==> src/rtl/wdog_timer.sv <==
module wdog_timer #(
  parameter int BASE_EXP   = 16,
  parameter int RST_CYCLES = 8,
  parameter int ADDR_W     = 8
) (
  input  logic              clk,
  input  logic              rst_n,
  input  logic              wr_en,
  input  logic [ADDR_W-1:0] addr,
  input  logic [31:0]       wr_data,
  output logic [31:0]       rd_data,
  output logic              irq_o,
  output logic              sys_rst_o
);
  localparam int CNT_W = BASE_EXP + 16;
  localparam int RC_W  = $clog2(RST_CYCLES + 1);
  localparam logic [ADDR_W-1:0] OFS_CTRL  = ADDR_W'(8'h00);
  localparam logic [ADDR_W-1:0] OFS_RANGE = ADDR_W'(8'h04);
  localparam logic [ADDR_W-1:0] OFS_COUNT = ADDR_W'(8'h08);
  localparam logic [ADDR_W-1:0] OFS_KICK  = ADDR_W'(8'h0C);
  localparam logic [31:0] KEY = 32'h0000_0076;

  logic             en, mode;
  logic [3:0]       run_sel, arm_sel;
  logic [CNT_W-1:0] count;
  logic [RC_W-1:0]  rc;

  function automatic logic [CNT_W-1:0] span(input logic [3:0] s);
    return CNT_W'(1) << (BASE_EXP + int'(s));
  endfunction

  wire kick    = wr_en && addr == OFS_KICK && wr_data == KEY;
  wire expire  = en && !kick && count == '0;
  wire fire    = expire && !(mode && !irq_o);

  always_ff @(posedge clk or negedge rst_n) begin
    if (!rst_n) begin
      en      <= 1'b0;
      mode    <= 1'b0;
      run_sel <= 4'd0;
      arm_sel <= 4'd0;
    end else if (wr_en) begin
      if (addr == OFS_CTRL) begin
        en   <= en | wr_data[0];
        mode <= wr_data[1];
      end
      if (addr == OFS_RANGE) begin
        run_sel <= wr_data[3:0];
        arm_sel <= wr_data[7:4];
      end
    end
  end

  always_ff @(posedge clk or negedge rst_n) begin
    if (!rst_n)               count <= span(4'd0);
    else if (!en)             count <= span(arm_sel);
    else if (kick || expire)  count <= span(run_sel);
    else                      count <= count - CNT_W'(1);
  end

  always_ff @(posedge clk or negedge rst_n) begin
    if (!rst_n)                      irq_o <= 1'b0;
    else if (en && kick)             irq_o <= 1'b0;
    else if (expire && mode)         irq_o <= 1'b1;
  end

  always_ff @(posedge clk or negedge rst_n) begin
    if (!rst_n)         rc <= '0;
    else if (fire)      rc <= RC_W'(RST_CYCLES);
    else if (rc != '0)  rc <= rc - RC_W'(1);
  end

  assign sys_rst_o = rc != '0;

  always_comb begin
    case (addr)
      OFS_CTRL:  rd_data = {30'b0, mode, en};
      OFS_RANGE: rd_data = {24'b0, arm_sel, run_sel};
      OFS_COUNT: rd_data = 32'(count);
      default:   rd_data = 32'b0;
    endcase
  end
endmodule


==> config.mk <==
export PLATFORM = sky130hd
export DESIGN_NAME = wdog_timer
export DESIGN_NICKNAME = d
export VERILOG_FILES = /design/src/rtl/wdog_timer.sv
export SDC_FILE = /design/constraint.sdc
export NUM_CORES = 1
export LEC_CHECK = 0
export BUFFER_PORTS_ARGS = -buffer_cell sky130_fd_sc_hd__buf_2
export CORE_ASPECT_RATIO = 0.5
export CORE_MARGIN = 1.5
export CORE_UTILIZATION = 45
export CTS_BUF_LIST = sky130_fd_sc_hd__clkbuf_2 sky130_fd_sc_hd__clkbuf_4 sky130_fd_sc_hd__clkbuf_8
export DETAILED_ROUTE_END_ITERATION = 8
export PLACE_DENSITY = 0.7
export SLEW_MARGIN = 20
export SYNTH_ARGS = -nofsm -noshare
export SYNTH_HDL_FRONTEND = slang
export SYNTH_SLANG_ARGS = --single-unit
==> constraint.sdc <==
create_clock -name clk -period 2.64 [get_ports clk]
set_input_delay 0.264 -clock clk [delete_from_list [all_inputs] [get_ports clk]]
set_output_delay 0.264 -clock clk [all_outputs]
set_load 0.005 [all_outputs]
After elaboration in Yosys (flattened, before gate mapping)
Cells that the tools add are included.
Word-level totals
  word-level logic and storage cells: 44
  flip-flop bits (word level): 47
  bits of input ports: 43
  output and inout bits: 34
  memory bits (read-only): 0
  bits in writable memories: 0
  bits in latches: 0
  memories: 0
Operators by class
  order comparisons: 0
  bitwise gates (word level): 1
  shift operators: 2
  multiply operators: 0
  eq/ne operators: 4
  divide/modulo/power cells: 0
  $add $sub $neg: 4
  reduce and logical (&&, ||, !) cells: 19
  mux-type cells: 7
Operator list (count)
  $pmux W32 S3: 1
  $mux W32: 2
  $shl A1 B6 Y32 const A: 2
  $eq A32 B7 Y1 const B: 1
  $logic_not A32 Y1: 1
  $sub A32 B1 Y32 const B: 1
  $eq A8 B4 Y1 const B: 2
  $add A5 B4 Y6 const A: 2
  $eq A8 B3 Y1 const B: 1
  $logic_and A1 B1 Y1: 8
  $logic_not A8 Y1: 1
  $mux W4: 2
  $reduce_and A2 Y1: 2
  $reduce_bool A2 Y1: 2
  $reduce_bool A4 Y1: 1
  $sub A4 B1 Y4 const B: 1
  $logic_not A1 Y1: 3
  $mux W1: 2
  $logic_or A1 B1 Y1: 1
  $or A1 B1 Y1: 1

Longest topological paths before layout
Gate-level depths: netlist of the first run.
  word-level depth: 9
  depth in mapped cells: 9
  mapped depth without buffers: 8

Worst setup path before layout of the first run
No wires, ideal clock.
  kind: register to register
  start: register count[20]
  end: register count[21]
  setup slack: 0.292 ns
  setup time: 0.134 ns
  arrival: 2.214 ns
  clock period less this slack: 2.348 ns
  path buffers: 1
  cell stages (with the launch flop): 8
  cell sequence: dfrtp_1 > or4_4 > or3_4 > nor4_4 > a21oi_2 > buf_6 > a32oi_1 > o31ai_1
On the way
  word-level cells in the longest chain between the ends: 5
RTL lines
  start, declared: RTL line 25  | logic [CNT_W-1:0] count;
  start signal, assigned: RTL line 55  | if (!rst_n) count <= span(4'd0);
  start signal, assigned: RTL line 56  | else if (!en) count <= span(arm_sel);
  start signal, assigned: RTL line 57  | else if (kick || expire) count <= span(run_sel);
  parallel branches: the longest is 3 deep, another holds $sub A32 B1 Y32
  $mux W32 *: RTL line 57
  $mux W32 *: RTL line 56
Mark *: on every way between the ends.
A chain may end at the register's enable or synchronous reset.

Worst setup path after layout of the first run
  start: register count[20]
  end: register count[29]
The elaborated chain is that of the path after synthesis.

==> metrics, run 1 <==
quantity of hold-fixing buffers added after cts 0; synthesized cell area 0.00296 sq mm; type of element capturing the critical path flop; count of state elements after synthesis 47; switching power summed over all nets 0.304 mW; Crit Path Max Fanout 7; largest family of logic cells by synthesized area simple AND/OR/NAND/NOR gates; Synth Area per Inst 8.95 sq um; Warnings, synthesis 0; Site Rows 20; Worst Path Arrival 2.76 ns; number of input and output port buffers inserted 76; antenna diode count 0; gp weighted congestion 0.951; complex-gate fraction of the synthesized area 12.6%; RSZ-0062 raised after global routing no; share of cells above drive strength 1 28.4%; min cycle time layout 2.53 ns; Root Driver sky130_fd_sc_hd__clkbuf_8; Int Power 0.973 mW; clock group share of total power 35.0%; number of flops mapped to enable cells by yosys 0; run status finished with violations; post-route clock period utilization 96.0%; initial core utilization 47.7%; Routed wire per std cell 15.9 um; clock tree from TritonCTS yes; most used cells in the layout excluding fill and tap cells sky130_fd_sc_hd__buf_2, sky130_fd_sc_hd__dfrtp_1, sky130_fd_sc_hd__nor2_1, sky130_fd_sc_hd__and2_1, sky130_fd_sc_hd__nand2_1; cts bufs inserted 5; area of the core region 0.00621 sq mm; most instantiated flip-flop cell in the synthesis netlist sky130_fd_sc_hd__dfrtp_1; number of slew-limit violations in the final report 0; Sw Ratio 23.8%; pin count of the biggest net entering global routing 31; number of vias in the routed layout 2867; final std cell area, no fill 0.00360 sq mm; Async SR Flop Fraction 100%; portion of synthesized cell area occupied by the leading cell type 38.9%; synthesis-to-finish area growth 21.7%; number of standard cells in the layout, taps in and fillers out 504; Pleak 1.63 nW; fraction of power consumed by sequential logic 58.2%; worst supply voltage drop on vdd 0.000172 V; share of the core filled with cells in the final layout 58.1%; power per cell area 354 mW/mm^2; total wire length 8.00 mm; total routing resource utilization after global routing 23.1%; combinational fraction of design power 6.8%; synthesized instance count 331; die footprint 0.00711 sq mm; final global-route overflow total 0; mux contribution to synthesized area 4.43%; share of the synthesized netlist area taken by xor and xnor gates 7.69%; startpoint class of the critical path flop; total setup buffers inserted after CTS 0; global-route wire length before repair 12.9 mm; number of distinct standard cells referenced by the synthesized netlist 50; Cell Area, Placed 0.00352 sq mm; via count of the first global-routing pass 2690; total number of H-tree levels 2; number of iterations in the first detailed-routing pass 4; max-cap check violation count 0; transition time of the tightest slew-check pin 0.682 ns; post-synthesis adder-cell area fraction 1.27%; worst setup path category flop to flop; final layout net count 461; clock latency on the worst-skew pair 0.30 ns; required time at the endpoint of the critical path 2.87 ns; Vias per Instance 5.69; count of pins on the block boundary 77; minimum setup slack in the final design 0.107 ns; Hold Path Class input pin to asynchronous set/reset pin; post-route setup TNS 0 ns; Die Ht 60.4 um; most area-hungry cell type in the Yosys netlist sky130_fd_sc_hd__dfrtp_1; net count after synthesis 377; remaining number of nets flagged by the antenna check after routing 0; Starting DRT DRC Count 338; most common library cell in the layout ignoring fill and taps sky130_fd_sc_hd__buf_2; Setup violations, final 0; die extent in x 118 um; number of antenna violations at the first check in global routing 0; normalized max-slew margin 54.5%; overall power of the completed layout 1.28 mW; largest clock skew in the final design 0.00715 ns; clock transition at the registers of the reported paths 0.09 ns; Final Hold Fails 6; DRC violations left 0; worst-case clock buffer depth 2; sequential cell area fraction in the yosys report 39.7%; top cells by area, synth sky130_fd_sc_hd__dfrtp_1, sky130_fd_sc_hd__and2_1, sky130_fd_sc_hd__nor2_1; f_max 0.395 GHz; Resize count post-CTS 0; Num Clock Sinks 47; post-detail-place hpwl 6.19 mm; pre-CTS WS 0.0714 ns; violations in the final reports negative hold slack; cell count after placement 496; simple logic cell fraction of the synthesized area 31.3%; Post-Route Hold Slack -0.0111 ns
-- synthesized netlist by cell type, drive strengths merged (4+ instances only) --
| cell type | n |
|---|---|
| nand3 | 12 |
| nand4 | 8 |
| buf | 5 |
| nand2 | 24 |
| nor3 | 22 |
| a22o | 6 |
| and3 | 5 |
| xnor2 | 12 |
| xor2 | 14 |
| mux2 | 9 |
| nor2b | 6 |
| o21ai | 10 |
| nor2 | 33 |
| nor3b | 5 |
| a21oi | 12 |
| dfrtp | 46 |
| clkbuf | 8 |
| o31ai | 4 |
| nor4 | 13 |
| inv | 8 |
| or3 | 6 |
| and2 | 25 |
-- power by group through the flow --
stage / registers [mW] / logic, mW / clock network [mW]
2_1_floorplan: 0.747 / 0.0321 / 0
3_3_place_gp: 0.756 / 0.0847 / 0
3_5_place_dp: 0.756 / 0.0880 / 0
4_1_cts: 0.742 / 0.0881 / 0.453
5_1_grt: 0.744 / 0.0975 / 0.482
6_report: 0.743 / 0.0867 / 0.447
-- cell families (layout without fill, tap and decap cells) --
family	count (synthesis)	after routing
AOI/OAI and AO/OA	53	53
xor gates and xnor gates	26	26
adders and majority gates	3	3
buffers and inverters	21	106
DFF	47	47
muxes	12	12
and+or+nand+nor	169	169
-- routing by layer --
metal,vias up,part of all wire (%),global-route usage [%]
li1,1357,-,-
met1,1374,48,32.3
met2,127,44,37.2
met3,9,7.2,4.51
met4,0,0.88,7.14
met5,-,0,0
-- path summary, 6_finish.rpt --
kind                             from    endpoint  slack, ns  cells after the start
max in group asynchronous       rst_n    count[6]       2.02                      2
min in group clk           wr_data[4]  arm_sel[0]       0.20                      2
min reg2reg                  count[0]    count[0]       0.53                      1
min                             rst_n  run_sel[1]      -0.01                      1
max                         count[20]   count[29]       0.11                      6
max reg2reg                 count[20]   count[29]       0.11                      6
-- flip-flops by register name (all words and copies together) (netlist names) --
| name | flops |
|---|---|
| run_sel | 4 |
| arm_sel | 4 |
| irq_o | 1 |
| mode | 1 |
| rc | 4 |
| count | 32 |
| en | 1 |
-- final cells by class --
class                   count  area [sq um]
multi-input cells         263          1700
repair buffers             90           498
inverters                   8          30.0
clock inverters             1          5.00
well taps                  88           110
fillers                   578          2600
clock buffers               7          83.8
flip-flops and latches     47          1180
-- critical path, cell delays in order (launching register included) --
cell	delay [ns]
sky130_fd_sc_hd__dfrtp_1	0.44
sky130_fd_sc_hd__or4_4	0.57
sky130_fd_sc_hd__or3_4	0.38
sky130_fd_sc_hd__nor4_4	0.24
sky130_fd_sc_hd__a21oi_2	0.16
sky130_fd_sc_hd__o41ai_1	0.47
sky130_fd_sc_hd__o21bai_2	0.20
Power figures use the tool's default switching activity.
==> run 2, diff against run 1 <==
- CTS_CLUSTER_DIAMETER: default -> 40
- PLACE_DENSITY: 0.7 -> 0.67
==> metrics, run 2 (synthesis gave the netlist of run 1 again) <==
run status finished with violations; violations in the final reports negative hold slack; Crit Path Max Fanout 23; count of fill cells added during filler insertion 576; min cycle time layout 2.44 ns; startpoint class of the critical path flop; Int Power 1.07 mW; antenna diode count 0; post-route clock period utilization 92.4%; crit-path cells or4_4, or3_4, nor4_4, a21oi_2, buf_4, a32oi_1, o31ai_1; number of standard cells in the layout, taps in and fillers out 504; cts bufs inserted 5; Register-to-Register Setup Slack 0.20 ns; Starting DRT DRC Count 351; number of iterations in the first detailed-routing pass 4; Pleak 1.64 nW; type of element capturing the critical path flop; area of the core region 0.00621 sq mm; Final Hold Fails 46; synthesis-to-finish area growth 22.4%; total routing resource utilization after global routing 24.0%; slowest library cell on the worst path sky130_fd_sc_hd__or4_4; final layout net count 461; normalized max-slew margin 58.0%; share of cells above drive strength 1 28.4%; final global-route overflow total 0; Die Ht 60.4 um; number of input and output port buffers inserted 76; die extent in x 118 um; cells on worst reg2reg path 7; total number of H-tree levels 2; worst-case clock buffer depth 2; register bank with the most flops count; clock transition at the registers of the reported paths 0.09 ns; initial core utilization 47.7%; total setup buffers inserted after CTS 0; most used cells in the layout excluding fill and tap cells sky130_fd_sc_hd__buf_2, sky130_fd_sc_hd__dfrtp_1, sky130_fd_sc_hd__nor2_1, sky130_fd_sc_hd__and2_1, sky130_fd_sc_hd__nand2_1; fraction of power consumed by sequential logic 53.4%; Setup violations, final 0; number of vias in the routed layout 2848; worst stage delay on the critical path 0.57 ns; max-cap check violation count 0; transition time of the tightest slew-check pin 0.629 ns; share of the core filled with cells in the final layout 58.4%; Vias per Instance 5.65; post-route setup TNS 0 ns; die footprint 0.00711 sq mm; launch point of the worst reg-to-reg path count[20]; Root Driver sky130_fd_sc_hd__clkbuf_8; f_max 0.410 GHz; Routed wire per std cell 16.4 um; RSZ-0062 raised after global routing no; remaining number of nets flagged by the antenna check after routing 0; Num Clock Sinks 47; RR Endpoint count[21]; worst setup path category flop to flop; power per cell area 384 mW/mm^2; Site Rows 20; number of slew-limit violations in the final report 0; Hold Path Class input pin to asynchronous set/reset pin; most common library cell in the layout ignoring fill and taps sky130_fd_sc_hd__buf_2; Sw Ratio 23.0%; clock tree from TritonCTS yes; Worst Path Arrival 2.62 ns; minimum setup slack in the final design 0.201 ns; pre-CTS WS 0.114 ns; via count of the first global-routing pass 2723; gp weighted congestion 0.905; post-detail-place hpwl 6.35 mm; pin count of the biggest net entering global routing 48; required time at the endpoint of the critical path 2.82 ns; count of pins on the block boundary 77; quantity of hold-fixing buffers added after cts 0; flip-flop count of the largest register after layout 32; clock latency on the worst-skew pair 0.31 ns; number of antenna violations at the first check in global routing 0; Post-Route Hold Slack -0.0458 ns; cell count after placement 496; switching power summed over all nets 0.320 mW; global-route wire length before repair 13.2 mm; DRC violations left 0; largest clock skew in the final design 0.00784 ns; worst supply voltage drop on vdd 0.000221 V; clock group share of total power 40.5%; total wire length 8.25 mm; combinational fraction of design power 6.1%; Resize count post-CTS 0
## run 2: cell types whose count changed in the layout (fill, tap and decap cells not counted), sizes merged
cell | previous run | this run
bufinv | 0 | 1
clkbuf | 7 | 6
## run 2: worst max path at each step
stage               startpoint  slack (ns)         to
floorplan            count[20]        0.29  count[21]
global placement     count[20]        0.18  count[21]
CTS                  count[20]        0.09  count[14]
detailed placement   count[20]        0.11  count[14]
finish               count[20]        0.20  count[21]
global route         count[20]        0.09  count[16]
## run 2: routing by layer
layer / wire length [um] / up-vias / share of wire (%) / GRT usage, %
met5: 0 / - / 0 / 0
met4: 68 / 0 / 0.82 / 7.67
met3: 635 / 7 / 7.7 / 5.08
met2: 3660 / 125 / 44 / 40.4
met1: 3890 / 1360 / 47 / 32.1
li1: - / 1356 / - / -
## run 2: per-stage QoR
step / power [mW] / area, sq um
after floorplan: 0.779 / 2960
after detailed placement: 0.842 / 3500
after CTS: 1.40 / 3620
after global routing: 1.43 / 3630
after global placement: 0.838 / 3500
final: 1.39 / 3630
## run 2: layout make-up
cell class | count | area (sq um) | share of cell area [%]
clock inverters | 2 | 35.0 | 0.966
well taps | 88 | 110 | 3.04
repair buffers | 90 | 492 | 13.6
inverters | 8 | 30.0 | 0.828
multi-input cells | 263 | 1700 | 46.9
clock buffers | 6 | 82.6 | 2.28
flip-flops and latches | 47 | 1180 | 32.5
## run 2: power groups by stage
| stage | clock [mW] | combinational, mW | sequential (mW) |
|---|---|---|---|
| after floorplan | 0 | 0.0321 | 0.747 |
| after global placement | 0 | 0.0822 | 0.756 |
| after detailed placement | 0 | 0.0853 | 0.757 |
| after CTS | 0.573 | 0.0852 | 0.742 |
| after global routing | 0.596 | 0.0946 | 0.745 |
| final | 0.563 | 0.0844 | 0.743 |
## run 2: critical path, delay by kind of cell (launching register included)
kind	cells	cell delay (ns)
buffers and inverters	1	0.24
flip-flops	1	0.44
AND/OR/NAND/NOR	3	1.18
AO/OA/AOI/OAI	3	0.46
